[src/rtl/fxn_pkg.sv]
package fxn_pkg;

    localparam int OUT_W = 24;
    localparam int OUT_F = 18;

    localparam logic [OUT_W-1:0] POS_LIMIT = {1'b0, {(OUT_W-1){1'b1}}};
    localparam logic [OUT_W-1:0] NEG_LIMIT = {1'b1, {(OUT_W-1){1'b0}}};

    typedef struct packed {
        logic             sat;
        logic [OUT_W-1:0] val;
    } narrow_t;

    // sign-dependent carry: negative halves do not move up
    function automatic logic round_carry(logic neg, logic top_drop, logic rest_any);
        return neg ? (top_drop & rest_any) : top_drop;
    endfunction

    function automatic narrow_t limit_word(logic neg);
        narrow_t r;
        r.sat = 1'b1;
        r.val = neg ? NEG_LIMIT : POS_LIMIT;
        return r;
    endfunction

endpackage

[src/rtl/fxn_round.sv]
module fxn_round
    import fxn_pkg::*;
#(
    parameter int IN_W   = 48,
    parameter int DROP_F = 18,
    localparam int MID_W = IN_W - DROP_F + 1
) (
    input  logic [IN_W-1:0]  din,
    output logic [MID_W-1:0] rounded
);

    logic             neg;
    logic             top_drop;
    logic             rest_any;
    logic             carry;
    logic [MID_W-1:0] ext;

    assign neg      = din[IN_W-1];
    assign top_drop = din[DROP_F-1];

    generate
        if (DROP_F == 1) begin : g_single
            assign rest_any = 1'b0;
        end else begin : g_multi
            assign rest_any = |din[DROP_F-2:0];
        end
    endgenerate

    assign carry   = round_carry(neg, top_drop, rest_any);
    assign ext     = {din[IN_W-1], din[IN_W-1:DROP_F]};
    assign rounded = ext + {{(MID_W-1){1'b0}}, carry};

endmodule

[src/rtl/fxn_clamp.sv]
module fxn_clamp
    import fxn_pkg::*;
#(
    parameter int MID_W = 31,
    localparam int UP_W = MID_W - OUT_W + 1
) (
    input  logic [MID_W-1:0] rounded,
    output narrow_t          res
);

    logic [UP_W-1:0] upper;
    logic            fits;

    assign upper = rounded[MID_W-1:OUT_W-1];
    assign fits  = (&upper) | ~(|upper);

    always_comb begin
        if (fits) begin
            res.sat = 1'b0;
            res.val = rounded[OUT_W-1:0];
        end else begin
            res = limit_word(rounded[MID_W-1]);
        end
    end

endmodule

[src/rtl/fxn_narrow.sv]
module fxn_narrow
    import fxn_pkg::*;
#(
    parameter int IN_W    = 48,
    parameter int DROP_F  = 18,
    parameter bit REG_OUT = 1'b1,
    localparam int MID_W  = IN_W - DROP_F + 1
) (
    input  logic             clk,
    input  logic             rst,
    input  logic             in_vld,
    input  logic [IN_W-1:0]  din,
    output logic             out_vld,
    output logic [OUT_W-1:0] dout,
    output logic             sat
);

    logic [MID_W-1:0] rounded;
    narrow_t          res;

    fxn_round #(.IN_W(IN_W), .DROP_F(DROP_F)) u_round (
        .din     (din),
        .rounded (rounded)
    );

    fxn_clamp #(.MID_W(MID_W)) u_clamp (
        .rounded (rounded),
        .res     (res)
    );

    generate
        if (REG_OUT) begin : g_reg
            narrow_t res_q;
            logic    vld_q;
            always_ff @(posedge clk) begin
                if (rst) begin
                    res_q <= '0;
                    vld_q <= 1'b0;
                end else begin
                    vld_q <= in_vld;
                    if (in_vld) res_q <= res;
                end
            end
            assign out_vld = vld_q;
            assign dout    = res_q.val;
            assign sat     = res_q.sat;
        end else begin : g_comb
            assign out_vld = in_vld;
            assign dout    = res.val;
            assign sat     = res.sat;
        end
    endgenerate

endmodule

[config.mk]
export PLATFORM = sky130hd
export DESIGN_NAME = fxn_narrow
export DESIGN_NICKNAME = d
export VERILOG_FILES = /design/src/rtl/fxn_pkg.sv /design/src/rtl/fxn_round.sv /design/src/rtl/fxn_clamp.sv /design/src/rtl/fxn_narrow.sv
export SDC_FILE = /design/constraint.sdc
export NUM_CORES = 1
export LEC_CHECK = 0
export BUFFER_PORTS_ARGS = -buffer_cell sky130_fd_sc_hd__buf_2
export CAP_MARGIN = 20
export CORE_ASPECT_RATIO = 1.25
export CORE_MARGIN = 2
export CORE_UTILIZATION = 49
export CTS_BUF_LIST = sky130_fd_sc_hd__clkbuf_16
export DETAILED_ROUTE_END_ITERATION = 6
export GPL_ROUTABILITY_DRIVEN = 0
export HOLD_SLACK_MARGIN = 0.12
export PLACE_DENSITY = 0.88
export SLEW_MARGIN = 20
export SYNTH_ARGS = -nofsm -noshare
export SYNTH_HDL_FRONTEND = slang
export SYNTH_HIERARCHICAL = 1
export SYNTH_SLANG_ARGS = --single-unit
[constraint.sdc]
create_clock -name clk -period 3.5 [get_ports clk]
set_clock_uncertainty 0.05 [all_clocks]
set_input_delay 0 -clock clk [delete_from_list [all_inputs] [get_ports clk]]
set_output_delay 0 -clock clk [all_outputs]
set_load 0.01 [all_outputs]
### Yosys cells after proc, flatten, opt, wreduce, memory -nomap -nowiden

Cells that the tools add are included.

* reductions and logical operators: 3
* muxes and demuxes: 3
* multiply operators: 0
* equality and inequality tests: 0
* divide/modulo/power cells: 0
* bitwise gates (word level): 3
* shift-type cells: 0
* add/sub/neg operators: 1
* $lt $le $gt $ge: 0

Operators with widths (number)
* adder 30 x 2 -> 31 bit: 1
* 2-to-1 mux 25 bit: 1
* 2-to-1 mux 24 bit: 1
* OR reduction 17 bit: 1
* AND reduction 8 bit: 1
* OR reduction 8 bit: 1
* AND 1 bit: 1
* 2-to-1 mux 1 bit: 1
* inverter 1 bit: 1
* OR 1 bit: 1

* output and inout bits: 26
* latch bits: 0
* register bits: 26
* memories: 0
* ROM bits: 0
* memory bits (writable): 0
* input port bits: 51
* logic and storage cells: 13

### Longest topological paths before layout

* word-level depth: 8
* depth in mapped cells: 16
* mapped depth without buffers: 15

### Cells and area by module

The synthesis kept the hierarchy.

By module, submodules not included
* fxn_narrow: area an instance 937.1 um^2, cells each 83, seq. area each 520.5 um^2, times used 1
* fxn_round: area an instance 641.9 um^2, cells each 89, seq. area each 0.0 um^2, times used 1
* fxn_clamp: area an instance 324.1 um^2, cells each 36, seq. area each 0.0 um^2, times used 1

### Worst setup path after synthesis

Ideal clock, no wire load.

* kind: input to register
* start point: input din[0]
* end point: register g_reg.res_q, in the netlist dout[10]
* buffers on the path: 1
* data arrival time: 2.830 ns
* cell stages on the path: 14
* path slack: 0.503 ns
* required time: 3.333 ns
* cell sequence: or4_1 -> o41a_1 -> ha_1 -> ha_1 -> and4_1 -> nor3b_4 -> nand4_1 -> xnor2_1 -> nor4_2 -> a21oi_1 -> buf_6 -> a21o_2 -> mux2i_1 -> nor2_1

RTL lines
* from (decl): line fxn_narrow.sv:12 `input logic [IN_W-1:0] din,`
* to (signal assigned): line fxn_narrow.sv:41 `if (in_vld) res_q <= res;`
* to (decl): line fxn_narrow.sv:33 `narrow_t res_q;`

==> tab_implementation.tex <==
\begin{tabular}{lr}
\hline
Metric & Value \\
\hline
\multicolumn{2}{l}{\textbf{Power}} \\
\quad Overall power consumption & 730 µW \\
\quad Worst IR drop on VDD & 0.550 mV \\
\quad Cell area power density & 316 mW/mm² \\
\quad Leakage Power & 0.00115 µW \\
\multicolumn{2}{l}{\textbf{CTS}} \\
\quad Post-cts gate resize count & 0 \\
\quad Clock tree sinks & 26 \\
\quad Clock slew at the register clock pins of the worst setup and hold paths & 0.06 ns \\
\quad Maximum clock path buffer count & 2 \\
\quad Num CTS Buffers & 3 \\
\quad CTS H-tree lvls & 1 \\
\quad Clock insertion delay at the later pin of the skew report & 0.25 ns \\
\quad Clock Tree Root & clkbuf\_16 \\
\quad Post-CTS Setup Bufs & 0 \\
\quad Hold buffer count at CTS & 0 \\
\quad TritonCTS clock tree & built \\
\multicolumn{2}{l}{\textbf{Logic synthesis}} \\
\quad Post-synthesis sequential area ratio & 27.4\% \\
\quad Count of yosys warnings during synthesis & 6 \\
\quad FF+latch count, synth & 26 \\
\quad Avg Synthesized Cell Area & 9.15 µm² \\
\quad Net count after synthesis & 261 \\
\quad Dominant synthesized flop cell & dfxtp\_1 \\
\quad Mapped cell area & 0.00190 mm² \\
\quad Async set or reset register ratio after synthesis & 0\% \\
\quad Distinct cell type count after synthesis & 33 \\
\quad EDFF count, synth & 0 \\
\quad Number of standard cells after synthesis & 208 \\
\multicolumn{2}{l}{\textbf{STA}} \\
\quad Maximum clock frequency & 325 MHz \\
\quad Summed negative setup slack over all endpoints & 0 ns \\
\quad Post-route setup slack & 0.425 ns \\
\quad Hold violation total from the final report & 0 \\
\quad Finish-stage setup viols & 0 \\
\quad Unrepaired setup endpoints after global routing & no \\
\quad Period Utilization, post-route & 87.8\% \\
\quad Worst relative slew slack & 51.5\% \\
\quad Min Clock Period, post-route & 3.07 ns \\
\quad Slew at the pin with the worst max-slew slack & 0.728 ns \\
\quad Number of pins exceeding their max-slew limit in the final report & 0 \\
\multicolumn{2}{l}{\textbf{Die}} \\
\quad CORE AREA & 0.00375 mm² \\
\quad Vertical extent of the die & 73.7 µm \\
\quad Total Die Area & 0.00440 mm² \\
\quad Core Rows & 25 \\
\quad Chip width & 59.7 µm \\
\quad Initial core utilization & 50.7\% \\
\quad Io pins & 77 \\
\multicolumn{2}{l}{\textbf{Worst setup path}} \\
\quad Crit start category & primary input \\
\quad Maximum single-stage delay on the critical path & 0.51 ns \\
\quad Critical path's most frequent cell & ha\_1 \\
\quad Worst Path Class, Setup & primary input to flip-flop \\
\quad Buffering stage count on the worst path with inverters included & 2 \\
\quad Max stage delay cell, worst path & or4\_1 \\
\quad Setup slack on the worst flop-to-flop path & 2.81 ns \\
\quad Highest net fanout along the worst path & 24 \\
\quad Signal arrival time at the worst endpoint & 3.15 ns \\
\quad Kind of end point of the critical path & flip-flop \\
\quad Sequence of cells on the critical path & buf\_2 > or4\_1 > o41a\_1 > ha\_1 > ha\_1 > and4\_1 > nor3b\_4 > a41oi\_1 > nor4\_2 > nand2\_1 > o21ai\_2 > buf\_12 > a21o\_2 > mux2i\_1 > nor2\_1 \\
\quad Top cell family by delay on the critical path & simple AND/OR/NAND/NOR gates \\
\quad Data required time at the worst endpoint & 3.58 ns \\
\multicolumn{2}{l}{\textbf{Global route}} \\
\quad Total overflow reported by the global router & 0 \\
\quad Met2 track demand over resource in global routing & 33.9\% \\
\quad Global-route wire length before repair & 6800 µm \\
\quad Initial antenna violation count & 0 \\
\quad Global-route met1 utilization & 24.8\% \\
\quad Vias in the first global route & 1,569 \\
\quad All-Layer GR Usage & 19.6\% \\
\quad Pin count of the biggest net entering global routing & 27 \\
\quad Busiest metal layer after global routing & met2 \\
\quad Met3 usage in global routing & 1.94\% \\
\multicolumn{2}{l}{\textbf{Placed design}} \\
\quad Detailed Place HPWL & 3470 µm \\
\quad Quantity of I/O buffers inserted on ports & 76 \\
\quad Pre-CTS WS & 0.166 ns \\
\multicolumn{2}{l}{\textbf{Detailed routing}} \\
\quad Detailed Route Iter0 Violations & 39 \\
\quad Iteration count of the initial detailed-routing pass & 4 \\
\quad DRC violation count after routing & 0 \\
\quad Antenna violation net count after detailed routing & 0 \\
\quad Detailed-route vias per instance & 5.47 \\
\quad Mean routed wirelength per cell & 13.7 µm \\
\quad Via Count & 1,733 \\
\quad Routed wire length & 4340 µm \\
\multicolumn{2}{l}{\textbf{Status}} \\
\quad Outcome & finished clean \\
\multicolumn{2}{l}{\textbf{Layout}} \\
\quad Most common cell after layout, fill and taps aside & buf\_2 \\
\quad Net total in the final layout & 332 \\
\quad Fraction of layout cells with a size suffix above 1 & 40.4\% \\
\quad Highest-count cells in the layout ignoring fill and taps & 76 x buf\_2, 28 x nor2\_1, 26 x dfxtp\_1, 25 x mux2i\_1, 23 x a21o\_2 \\
\quad Signed area change from the synthesized netlist to the final layout & 21.4\% \\
\quad Number of antenna cells inserted & 0 \\
\multicolumn{2}{l}{\textbf{Min path}} \\
\quad Type of the most critical hold path & primary input to flip-flop \\
\multicolumn{2}{l}{\textbf{Run}} \\
\quad Maximum capacitance violations & 0 \\
\hline
\end{tabular}
synthesized netlist by cell type, types with 2 or more instances:
library cell	count	area, µm²
a21o_2	23	201
and2_1	2	12.5
and3_1	2	12.5
and4_1	2	17.5
buf_12	2	40.0
buf_2	3	15.0
buf_6	5	56.3
dfxtp_1	26	521
ha_1	2	25.0
inv_1	4	15.0
mux2i_1	25	250
nand2_1	11	41.3
nand3_1	12	60.1
nand4_1	11	68.8
nand4b_1	2	17.5
nor2_1	28	105
nor4_1	4	25.0
nor4_4	2	42.5
or2_2	2	12.5
xnor2_1	22	193
xor2_1	6	52.6
report_power, final:
group          total, µW  switching [µW]  internal, µW
registers            323            8.69           314
logic                166            86.9          79.4
clock network        241            90.1           151
total                730             186           545
registers in the layout, indices dropped and copies added, names as in the netlist:
register / cells
dout: 24
sat: 1
out_vld: 1
layout make-up:
type	count	area [µm²]
Clock buffer	3	75.1
Inverter	4	15.0
Timing Repair Buffer	78	408
Sequential cell	26	520
Fill cell	319	1440
Tap cell	40	50.0
Multi-Input combinational cell	166	1240
kinds of logic (layout without fill, tap and decap cells):
kind of cell    after synthesis  in the layout  share of synthesized area [%]
compound gates               27             27                           12.4
buf+inv                      16             85                           7.36
mux                          25             25                           13.1
simple gates                 84             84                           25.6
flops                        26             26                           27.4
xor+xnor                     28             28                           12.9
fa+ha+maj                     2              2                           1.31
worst paths after layout:
path / startpoint / end / cells past startpoint
worst min register to register: dout[1] / dout[1] / 2
worst max register to register: dout[8] / dout[8] / 2
worst min-delay path: rst / dout[13] / 2
worst max-delay path: din[0] / dout[8] / 15
metrics by stage:
stage	util, %	hold slack (ns)	std cells	area, µm²
after floorplan	-	0.184	208	1900
after global placement	59.6	0.352	314	2240
after detailed placement	59.6	0.350	314	2240
after CTS	61.6	0.122	317	2310
after global routing	61.6	0.133	317	2310
final	61.6	0.112	317	2310
routing by layer:
metal / wire length [µm] / up-vias
li1: - / 873
met1: 1870 / 796
met2: 2190 / 56
met3: 216 / 8
met4: 62 / 0
met5: 0 / -
Power figures use the tool's default switching activity.
